File: src/rtl/alu_pkg.sv
package alu_pkg;

  typedef enum logic [3:0] {
    FN_ADD  = 4'b0000,
    FN_ADDU = 4'b0001,
    FN_SUB  = 4'b0010,
    FN_SUBU = 4'b0011,
    FN_AND  = 4'b0100,
    FN_OR   = 4'b0101,
    FN_XOR  = 4'b0110,
    FN_NOR  = 4'b0111,
    FN_SLT  = 4'b1010,
    FN_SLTU = 4'b1011
  } alu_fn_e;

  typedef enum logic [1:0] {
    RES_NONE  = 2'd0,
    RES_SUM   = 2'd1,
    RES_LOGIC = 2'd2,
    RES_LESS  = 2'd3
  } res_sel_e;

  typedef enum logic [1:0] {
    LOP_AND = 2'd0,
    LOP_OR  = 2'd1,
    LOP_XOR = 2'd2,
    LOP_NOR = 2'd3
  } logic_op_e;

  typedef struct packed {
    logic      sub;
    logic      unsgn;
    res_sel_e  sel;
    logic_op_e lop;
  } alu_ctrl_t;

endpackage

File: src/rtl/alu_decode.sv
module alu_decode
  import alu_pkg::*;
(
  input  logic [3:0] func_i,
  output alu_ctrl_t  ctrl_o
);

  always_comb begin
    ctrl_o.sub   = 1'b0;
    ctrl_o.unsgn = 1'b0;
    ctrl_o.sel   = RES_NONE;
    ctrl_o.lop   = LOP_AND;
    case (func_i)
      FN_ADD, FN_ADDU: ctrl_o.sel = RES_SUM;
      FN_SUB, FN_SUBU: begin
        ctrl_o.sel = RES_SUM;
        ctrl_o.sub = 1'b1;
      end
      FN_AND: begin ctrl_o.sel = RES_LOGIC; ctrl_o.lop = LOP_AND; end
      FN_OR:  begin ctrl_o.sel = RES_LOGIC; ctrl_o.lop = LOP_OR;  end
      FN_XOR: begin ctrl_o.sel = RES_LOGIC; ctrl_o.lop = LOP_XOR; end
      FN_NOR: begin ctrl_o.sel = RES_LOGIC; ctrl_o.lop = LOP_NOR; end
      FN_SLT, FN_SLTU: begin
        ctrl_o.sel   = RES_LESS;
        ctrl_o.sub   = 1'b1;
        ctrl_o.unsgn = func_i[0];
      end
      default: ;
    endcase
  end

endmodule

File: src/rtl/alu_adder.sv
module alu_adder #(
  parameter int WIDTH = 32
) (
  input  logic [WIDTH-1:0] a_i,
  input  logic [WIDTH-1:0] b_i,
  input  logic             sub_i,
  output logic [WIDTH-1:0] sum_o,
  output logic             cout_o,
  output logic             ov_o
);

  localparam int MSB = WIDTH - 1;

  logic [WIDTH-1:0] b_eff;
  logic [WIDTH:0]   total;

  // subtract as a + ~b + 1 on the same carry chain
  assign b_eff = b_i ^ {WIDTH{sub_i}};
  assign total = {1'b0, a_i} + {1'b0, b_eff} + {{WIDTH{1'b0}}, sub_i};

  assign sum_o  = total[MSB:0];
  assign cout_o = total[WIDTH];
  assign ov_o   = (a_i[MSB] == b_eff[MSB]) && (total[MSB] != a_i[MSB]);

endmodule

File: src/rtl/alu_logic.sv
module alu_logic
  import alu_pkg::*;
#(
  parameter int WIDTH = 32
) (
  input  logic [WIDTH-1:0] a_i,
  input  logic [WIDTH-1:0] b_i,
  input  logic_op_e        op_i,
  output logic [WIDTH-1:0] y_o
);

  always_comb begin
    case (op_i)
      LOP_AND: y_o = a_i & b_i;
      LOP_OR:  y_o = a_i | b_i;
      LOP_XOR: y_o = a_i ^ b_i;
      default: y_o = ~(a_i | b_i);
    endcase
  end

endmodule

File: src/rtl/alu_core.sv
module alu_core
  import alu_pkg::*;
#(
  parameter int WIDTH = 32
) (
  input  logic [WIDTH-1:0] a_i,
  input  logic [WIDTH-1:0] b_i,
  input  logic [3:0]       func_i,
  output logic [WIDTH-1:0] y_o,
  output logic             cout_o,
  output logic             ov_o
);

  localparam int MSB = WIDTH - 1;

  alu_ctrl_t        ctrl;
  logic [WIDTH-1:0] sum;
  logic [WIDTH-1:0] lres;
  logic             add_cout;
  logic             add_ov;
  logic             less;
  logic             flags_en;

  alu_decode u_decode (
    .func_i (func_i),
    .ctrl_o (ctrl)
  );

  alu_adder #(.WIDTH(WIDTH)) u_adder (
    .a_i    (a_i),
    .b_i    (b_i),
    .sub_i  (ctrl.sub),
    .sum_o  (sum),
    .cout_o (add_cout),
    .ov_o   (add_ov)
  );

  alu_logic #(.WIDTH(WIDTH)) u_logic (
    .a_i  (a_i),
    .b_i  (b_i),
    .op_i (ctrl.lop),
    .y_o  (lres)
  );

  // unsigned: borrow out; signed: sign corrected by overflow
  assign less = ctrl.unsgn ? ~add_cout : (sum[MSB] ^ add_ov);

  always_comb begin
    case (ctrl.sel)
      RES_SUM:   y_o = sum;
      RES_LOGIC: y_o = lres;
      RES_LESS:  y_o = {{(WIDTH-1){1'b0}}, less};
      default:   y_o = '0;
    endcase
  end

  assign flags_en = (ctrl.sel == RES_SUM) || (ctrl.sel == RES_LESS);
  assign cout_o   = flags_en & add_cout;
  assign ov_o     = flags_en & add_ov;

endmodule

File: config.mk
export PLATFORM = sky130hd
export DESIGN_NAME = alu_core
export DESIGN_NICKNAME = d
export VERILOG_FILES = /design/src/rtl/alu_pkg.sv /design/src/rtl/alu_decode.sv /design/src/rtl/alu_adder.sv /design/src/rtl/alu_logic.sv /design/src/rtl/alu_core.sv
export SDC_FILE = /design/constraint.sdc
export NUM_CORES = 1
export LEC_CHECK = 0
export BUFFER_PORTS_ARGS = -buffer_cell sky130_fd_sc_hd__buf_2
export CAP_MARGIN = 20
export CELL_PAD_IN_SITES_DETAIL_PLACEMENT = 1
export CELL_PAD_IN_SITES_GLOBAL_PLACEMENT = 2
export CORE_MARGIN = 3
export CORE_UTILIZATION = 31
export DETAILED_ROUTE_END_ITERATION = 10
export PLACE_DENSITY_LB_ADDON = 0.1
export SLEW_MARGIN = 5
export SYNTH_ARGS = -nofsm -noshare
export SYNTH_HDL_FRONTEND = slang
export SYNTH_SLANG_ARGS = --single-unit
export TNS_END_PERCENT = 1
File: constraint.sdc
create_clock -name vclk -period 6.6
set_input_delay 0.99 -clock vclk [all_inputs]
set_output_delay 0.99 -clock vclk [all_outputs]
set_load 0.1 [all_outputs]
# == Yosys cells after proc, flatten, opt, wreduce, memory -nomap -nowiden ==
# Index checks and enable logic that the tools add are counted.
# op_classes
n_mul,0
div,0
shift,0
n_eq_ne,16
addsub,2
bitwise_logic,9
n_reduce_logical,8
n_lt_le_gt_ge,0
mux,7
# op_table
cell,count
case mux 32 bit (3 select lines),2
bitwise XOR 32 bit,2
adder 32 x 32 -> 33 bit,1
adder 33 x 1 -> 33 bit,1
bitwise AND 32 bit,1
NOT 32 bit,1
OR 32 bit,1
"equality test 4 x 3 -> 1 bit, second input constant",4
case mux 2 bit (3 select lines),2
OR reduction 4 bit,3
"equality test 4 x 2 -> 1 bit, second input constant",2
"equality test 4 bit, second input constant",2
"equality test 2 bit, second input constant",3
"equality test 2 x 1 -> 1 bit, second input constant",2
"equality test 4 x 1 -> 1 bit, second input constant",1
zero test 4 bit,1
2-to-1 mux 1 bit,3
bitwise AND 1 bit,2
zero test 2 bit,1
OR reduction 2 bit,1
equality test 1 bit,1
logical AND 1 bit,1
logical OR 1 bit,1
!= test 1 bit,1
2 further kinds,2
# word_totals
reg_bits,0
mem_bits_rw,0
output_inout_bits,34
romBits,0
latchBits,0
memories,0
wordCells,42

# == Logic depth before layout (Yosys ltp) ==
# Gate-level depths: netlist of run 1.
# depth
word_depth,11
mapped_depth,16
ltp_nobuf,14

# == Cells and area by module ==
# From an unflattened synthesis of run 1, not the netlist that was laid out.
# hier_totals
hier_cells,637
hier_area_um2,4703.3
# by_module_without_submodules
mod,cells_each,area_each_um2,seq_area_each_um2,n_inst
alu_logic,306,2242.2,0.0,1
alu_adder,276,1983.2,0.0,1
alu_core,48,420.4,0.0,1
alu_decode,7,57.6,0.0,1

# == Worst setup path before layout of run 1 ==
# No wires, ideal clock.
# synth_path
kind,input to output
from,input port func_i[1]
to,output port ov_o
path_slack_ps,-805
stages,15
path_buffers,4
t_arrival_ps,6415
cell_sequence,clkbuf_1 buf_2 nand2_1 buf_1 xnor2_1 ha_1 clkbuf_1 nand4_1 or3_4 a211oi_2 o211ai_1 a21boi_2 a21oi_1 xnor2_1 a211oi_1
# synth_via
elab_chain_len,9
word_cells_on_any_way,26
# synth_lines
element,line_no,source
"start, declared",alu_core.sv:8,"input logic [3:0] func_i,"
equality test 4 x 2 -> 1 bit or equality test 4 bit (tied branches),alu_decode.sv:13,case (func_i)
OR reduction 4 bit (no line),--,
2-to-1 mux 1 bit,alu_decode.sv:13,
bitwise XOR 32 bit,alu_adder.sv:18,assign b_eff = b_i ^ {WIDTH{sub_i}};
adder 32 x 32 -> 33 bit,alu_adder.sv:19,"assign total = {1'b0, a_i} + {1'b0, b_eff} + {{WIDTH{1'b0}}, sub_i};"
adder 33 x 1 -> 33 bit,alu_adder.sv:19,
!= test 1 bit,alu_adder.sv:23,assign ov_o = (a_i[MSB] == b_eff[MSB]) && (total[MSB] != a_i[MSB]);
logical AND 1 bit,alu_adder.sv:23,
bitwise AND 1 bit (*),alu_core.sv:59,assign ov_o = flags_en & add_ov;
"end, declared",alu_core.sv:11,output logic ov_o
# Every way passes the cells marked *; elsewhere a longest branch is shown, timed or not.

# == Final worst setup path of run 1 ==
# layout_path
from,input port func_i[2]
to,output port y_o[0]
# layout_via
elab_chain_len,11
word_cells_on_any_way,35
# layout_lines
element,line_no,source
equality test 4 x 2 -> 1 bit or equality test 4 bit (tied branches),alu_decode.sv:13,
OR reduction 4 bit (no line),--,
2-to-1 mux 1 bit,alu_decode.sv:13,
bitwise XOR 32 bit,alu_adder.sv:18,
adder 32 x 32 -> 33 bit,alu_adder.sv:19,
adder 33 x 1 -> 33 bit,alu_adder.sv:19,
!= test 1 bit,alu_adder.sv:23,
logical AND 1 bit,alu_adder.sv:23,
bitwise XOR 1 bit,alu_core.sv:46,assign less = ctrl.unsgn ? ~add_cout : (sum[MSB] ^ add_ov);
2-to-1 mux 1 bit,alu_core.sv:46,
case mux 32 bit (3 select lines) (*),alu_core.sv:49,case (ctrl.sel)
"end, declared",alu_core.sv:9,"output logic [WIDTH-1:0] y_o,"
# Marks and branches as above.

==> results of run 1 <==
[final cells by class]
class / instances / area (µm²) / share of cell area
inverters: 73 / 274 / 0.0525
repair buffers: 107 / 821 / 0.157
well taps: 176 / 220 / 0.0422
multi-input cells: 508 / 3910 / 0.748
[critical path, delay by kind of cell]
| family | cells | cell delay [ns] |
|---|---|---|
| AOI/OAI and AO/OA | 9 | 2.05 |
| xor gates and xnor gates | 1 | 0.16 |
| and+or+nand+nor | 1 | 0.13 |
| adders and majority gates | 1 | 0.30 |
| buffers and inverters | 4 | 1.26 |
[kinds of logic (layout without fill, tap and decap cells)]
family                   Yosys count  count (layout)  synth area share
XOR/XNOR                          88              88             0.179
multiplexers                      31              31            0.0720
adder cells (fa/ha/maj)           97              97             0.283
AND/OR/NAND/NOR                  121             121             0.127
buffers and inverters            107             180            0.0952
AO/OA/AOI/OAI                    171             171             0.244
[worst max path at each step]
stage	from	to	depth (start not counted)
after floorplan	func_i[1]	y_o[30]	15
after global placement	func_i[2]	y_o[0]	16
after detailed placement	func_i[2]	y_o[0]	16
after CTS	func_i[2]	y_o[0]	16
after global routing	func_i[2]	y_o[0]	16
final	func_i[2]	y_o[0]	16
[synthesized netlist by cell type, drive strengths merged (2+ instances only)]
cell    number
nor2b        4
or3          3
o211ai       9
o21a         2
nor2        43
a21oi       67
a211oi      10
a211o        5
a31o         2
nor3         3
a41oi        2
and3         4
a41o         2
a31oi        4
buf          9
clkbuf      25
a21o        10
nand2b       6
nand3        7
nor4         2
o22ai       16
o21bai       2
xnor2       75
mux2i       31
inv         72
xor2        13
ha          96
o21ai       30
a21boi       2
nand4        4
nand2       41
[per-layer routing]
| metal | GRT usage | share of wire | routed length, µm |
|---|---|---|---|
| met2 | 0.325 | 0.48 | 6770 |
| met5 | 0 | 0 | 0 |
| met4 | 0 | 0 | 0 |
| met3 | 0.00500 | 0.027 | 381 |
| met1 | 0.248 | 0.49 | 6890 |
[cell usage in the layout, fill, tap and decap left out, types with 2 or more instances in the layout]
cell / instances
mux2i_1: 31
inv_1: 72
xnor2_1: 75
xor2_1: 13
o21ai_1: 6
o21a_1: 2
o21bai_1: 2
and3_1: 4
a41o_1: 2
a211o_1: 5
nor3_1: 3
ha_1: 96
a21oi_1: 67
a41oi_1: 2
nand2b_1: 6
nor2_1: 43
o22ai_1: 16
buf_4: 6
nand3_1: 7
nand4_1: 4
a211oi_2: 2
buf_12: 18
a31oi_1: 4
nand2_1: 40
or3_1: 2
o211ai_1: 9
nor4_1: 2
a211oi_1: 8
o21ai_0: 24
a31o_2: 2
buf_2: 83
a21o_1: 10
nor2b_1: 4
[report_power, final]
| part | leakage, nW | switching (mW) | internal (mW) |
|---|---|---|---|
| Clock | 0 | 0 | 0 |
| Sequential | 0 | 0 | 0 |
| Combinational | 2.65 | 0.501 | 0.263 |
| Total | 2.65 | 0.501 | 0.263 |
==> results.py, run 1 <==
metrics = {
    "status": {
        "outcome": "complete, no violations",
    },
    "critical_path": {
        "path_class": "in -> out",
        "crit_chain": "buf_2, clkinv_1, nand2_2, buf_4, xnor2_1, ha_1, o21ai_0, a21oi_1, o21ai_1, a21o_1, o21ai_1, a21boi_0, o21ai_1, o311ai_1, a41o_1, buf_2",
        "arrival_ns": 4.90,
        "critPathLaunchType": "input pin",
        "cp_common_cell": "o21ai_1",
        "end_kind": "output pin",
        "crit_required_ns": 5.61,
        "path_max_fanout": 19,
        "slowest_delay_ns": 0.47,
        "cpMaxStageDelayCell": "a21boi_0",
    },
    "layout": {
        "drive_gt1_frac": 0.169,
        "postLayoutCoreUtil": 0.390,
        "n_sequential_cell": 0,
        "clock_buffers": 0,
        "nets": 855,
        "area_growth_pct": 21.2,
        "final-seq-area_um2": 0,
        "n_fill_cell": 1737,
        "antenna_cells": 0,
        "final_area_um2": 5220,
        "layoutNonFillerInstCount": 864,
    },
    "die": {
        "dieArea_um2": 15400,
        "core_area_um2": 13400,
        "rows": 42,
        "die_x_um": 124,
        "io_pins": 102,
        "die_h_um": 124,
        "start_util": 0.322,
    },
    "placement": {
        "pre_cts_ws_ns": 0.661,
        "placed_area_um2": 5220,
        "dp.cells": 864,
        "port_buffers": 102,
        "gp_congestion": 0.776,
        "hpwl_um": 11200,
    },
    "timing": {
        "setup_tns_ns": 0,
        "slew_violations": 0,
        "hold_viol_final": 0,
        "post-route-period-util": 0.893,
        "whs_ns": 2.58,
        "fin_crit_ns": 5.89,
        "relSlewSlack": 0.294,
        "fin_ws_ns": 0.709,
        "fmax_mhz": 170,
        "worst_pin_slew_ns": 1.06,
        "grt_setup_unrepaired": "no",
        "finalSetupViolCount": 0,
    },
    "logic_synthesis": {
        "synth.cell_area_um2": 4310,
        "syn_nets": 780,
        "synthCells": 615,
        "ys_top_cells_by_area": "ha_1, xnor2_1, a21oi_1",
        "synth_area_per_cell_um2": 7.01,
        "yosysUniqueCellTypes": 51,
        "synth_top_cell_by_area": "ha_1",
        "yosysSeqAreaShare": 0,
        "yosys_warnings": 0,
        "synth_top_area_share": 0.279,
    },
    "hold_path": {
        "holdCritStartpoint": "a_i[31]",
        "min_to": "ov_o",
        "worstHoldPathType": "in -> out",
        "whs_path_depth": 5,
    },
    "pwr": {
        "power_density_nw_per_um2": 146,
        "peakVddDrop_mv": 0.0884,
        "p_leak_nw": 2.65,
        "power_uw": 765,
    },
    "global_route": {
        "antenna_found_initial": 0,
        "grt_pass1_wl_um": 22600,
        "grtUsageTotal": 0.178,
        "grt_pass1_vias": 4575,
        "grt_max_degree": 47,
        "grt_overflow": 0,
    },
    "detailed_routing": {
        "vias": 4468,
        "ant_nets": 0,
        "routed_via_density": 5.17,
        "firstDrtPassIters": 4,
        "drc": 0,
        "drtIter0Drc": 135,
        "wl_um": 14000,
        "wl_per_cell_um": 16.3,
    },
    "clock_network": {
        "postCtsHoldBufs": 0,
        "post_cts.repair.setup_buffers": 0,
        "cts_resized": 0,
    },
    "flow_run": {
        "max_cap_viol_count": 0,
    },
}
No activity file was read; power rests on OpenSTA's default activity.
==> run 2, diff against run 1 <==
--- a/config.mk
+++ b/config.mk
@@ -9,7 +9,7 @@
 export CAP_MARGIN = 20
 export CELL_PAD_IN_SITES_DETAIL_PLACEMENT = 1
 export CELL_PAD_IN_SITES_GLOBAL_PLACEMENT = 2
-export CORE_MARGIN = 3
+export CORE_MARGIN = 2
 export CORE_UTILIZATION = 31
 export DETAILED_ROUTE_END_ITERATION = 10
 export PLACE_DENSITY_LB_ADDON = 0.1
==> run 2 against run 1 <==
Maximum frequency rose by 4.5%. Worst hold slack got worse by 0.022 ns. Power rose by 0.44%. Final area rose by 0.91%. Sequential share of layout area did not move. Setup slack improved by 0.25 ns. Flip-flop and latch count did not move.
==> results.py, run 2 (synthesized netlist as in run 1, its figures left out) <==
metrics = {
    "timing": {
        "fin_ws_ns": 0.962,
        "fin_crit_ns": 5.64,
        "finalSetupViolCount": 0,
        "grt_setup_unrepaired": "no",
        "relSlewSlack": 0.261,
        "hold_viol_final": 0,
        "whs_ns": 2.56,
        "fmax_mhz": 177,
        "setup_tns_ns": 0,
        "slew_violations": 0,
        "post-route-period-util": 0.854,
        "worst_pin_slew_ns": 1.11,
    },
    "layout": {
        "final_common_cell": "ha_1",
        "final-seq-area_um2": 0,
        "antenna_cells": 0,
        "layoutNonFillerInstCount": 871,
        "n_sequential_cell": 0,
        "drive_gt1_frac": 0.172,
        "clock_buffers": 0,
        "final_cell_mix": "ha_1, buf_2, xnor2_1, inv_1, a21oi_1",
        "area_growth_pct": 22.3,
        "nets": 858,
        "n_fill_cell": 1781,
    },
    "clock_network": {
        "postCtsHoldBufs": 0,
        "cts_resized": 0,
        "post_cts.repair.setup_buffers": 0,
    },
    "die": {
        "rows": 43,
        "die_h_um": 122,
        "core_area_um2": 13700,
        "dieArea_um2": 14900,
        "start_util": 0.314,
        "io_pins": 102,
        "die_x_um": 122,
    },
    "detailed_routing": {
        "drtIter0Drc": 109,
        "wl_um": 14000,
        "drc": 0,
        "met1Wirelength_um": 6840,
        "wl_met3_um": 325,
        "firstDrtPassIters": 4,
        "vias": 4536,
        "routed.top_layer": "met4",
        "ant_nets": 0,
        "wl_per_cell_um": 16.1,
        "dr_wl_met2_um": 6860,
        "routed_via_density": 5.21,
    },
    "critical_path": {
        "cp_common_cell": "buf_2",
        "arrival_ns": 4.65,
        "end_kind": "output pin",
        "critPathLaunchType": "input pin",
        "critPathLaunch": "func_i[2]",
        "slowest_delay_ns": 0.43,
        "cpMaxStageDelayCell": "nor4_1",
        "path_buf_inv": 4,
        "path_class": "in -> out",
        "path_max_fanout": 14,
        "crit_chain": "buf_2, clkinv_1, nand2_2, buf_4, xnor2_1, ha_1, a21oi_1, o21ai_0, nor4_1, a211oi_2, o211ai_1, a21boi_2, a211o_1, o311ai_1, a41o_1, buf_2",
        "path_delay_family": "compound AO/OA/AOI/OAI gates",
        "crit_required_ns": 5.61,
    },
    "placement": {
        "hpwl_um": 11200,
        "gp_congestion": 0.783,
        "pre_cts_ws_ns": 0.954,
        "dp.cells": 870,
        "port_buffers": 102,
    },
    "hold_path": {
        "whs_path_depth": 5,
        "holdCritStartpoint": "a_i[31]",
        "worstHoldPathType": "in -> out",
        "min_to": "ov_o",
    },
    "global_route": {
        "grt_overflow": 0,
        "grtUsageTotal": 0.186,
        "grt_max_degree": 40,
        "antenna_found_initial": 0,
        "grt_pass1_vias": 4686,
        "grt_pass1_wl_um": 23000,
    },
    "pwr": {
        "p_leak_nw": 2.67,
        "peakVddDrop_mv": 0.0588,
        "power_uw": 768,
        "power_density_nw_per_um2": 146,
    },
    "status": {
        "outcome": "complete, no violations",
    },
    "flow_run": {
        "max_cap_viol_count": 0,
    },
}
[run 2: how the worst max path moves through the flow]
stage                    to  slack [ns]  cells past startpoint
finish               y_o[0]        0.96                     16
global route        y_o[30]        0.65                     16
CTS                 y_o[30]        0.94                     15
detailed placement  y_o[30]        0.95                     15
global placement     y_o[0]        1.07                     16
floorplan           y_o[30]       -0.57                     15
[run 2: area by class of cell]
cell class                      count  area, µm²  share of cell area
Tap cell                          180        225              0.0427
Multi-Input combinational cell    508       3910               0.742
Inverter                           73        274              0.0520
Timing Repair Buffer              110        863               0.164
[run 2: report_power, final]
part,switching (mW),internal (mW)
Sequential,0,0
Clock,0,0
Combinational,0.502,0.266
[run 2: through the flow]
stage                     cell area, µm²  utilization
after global placement              5240        0.382
final                               5270        0.384
after CTS                           5240        0.382
after global routing                5270        0.384
after detailed placement            5240        0.382
after floorplan                     4320            -
[run 2: per-layer routing]
metal,global-route usage,up-vias
met3,0.00609,2
met5,0,-
met4,0.00359,0
met1,0.257,2211
met2,0.340,57
li1,-,2266
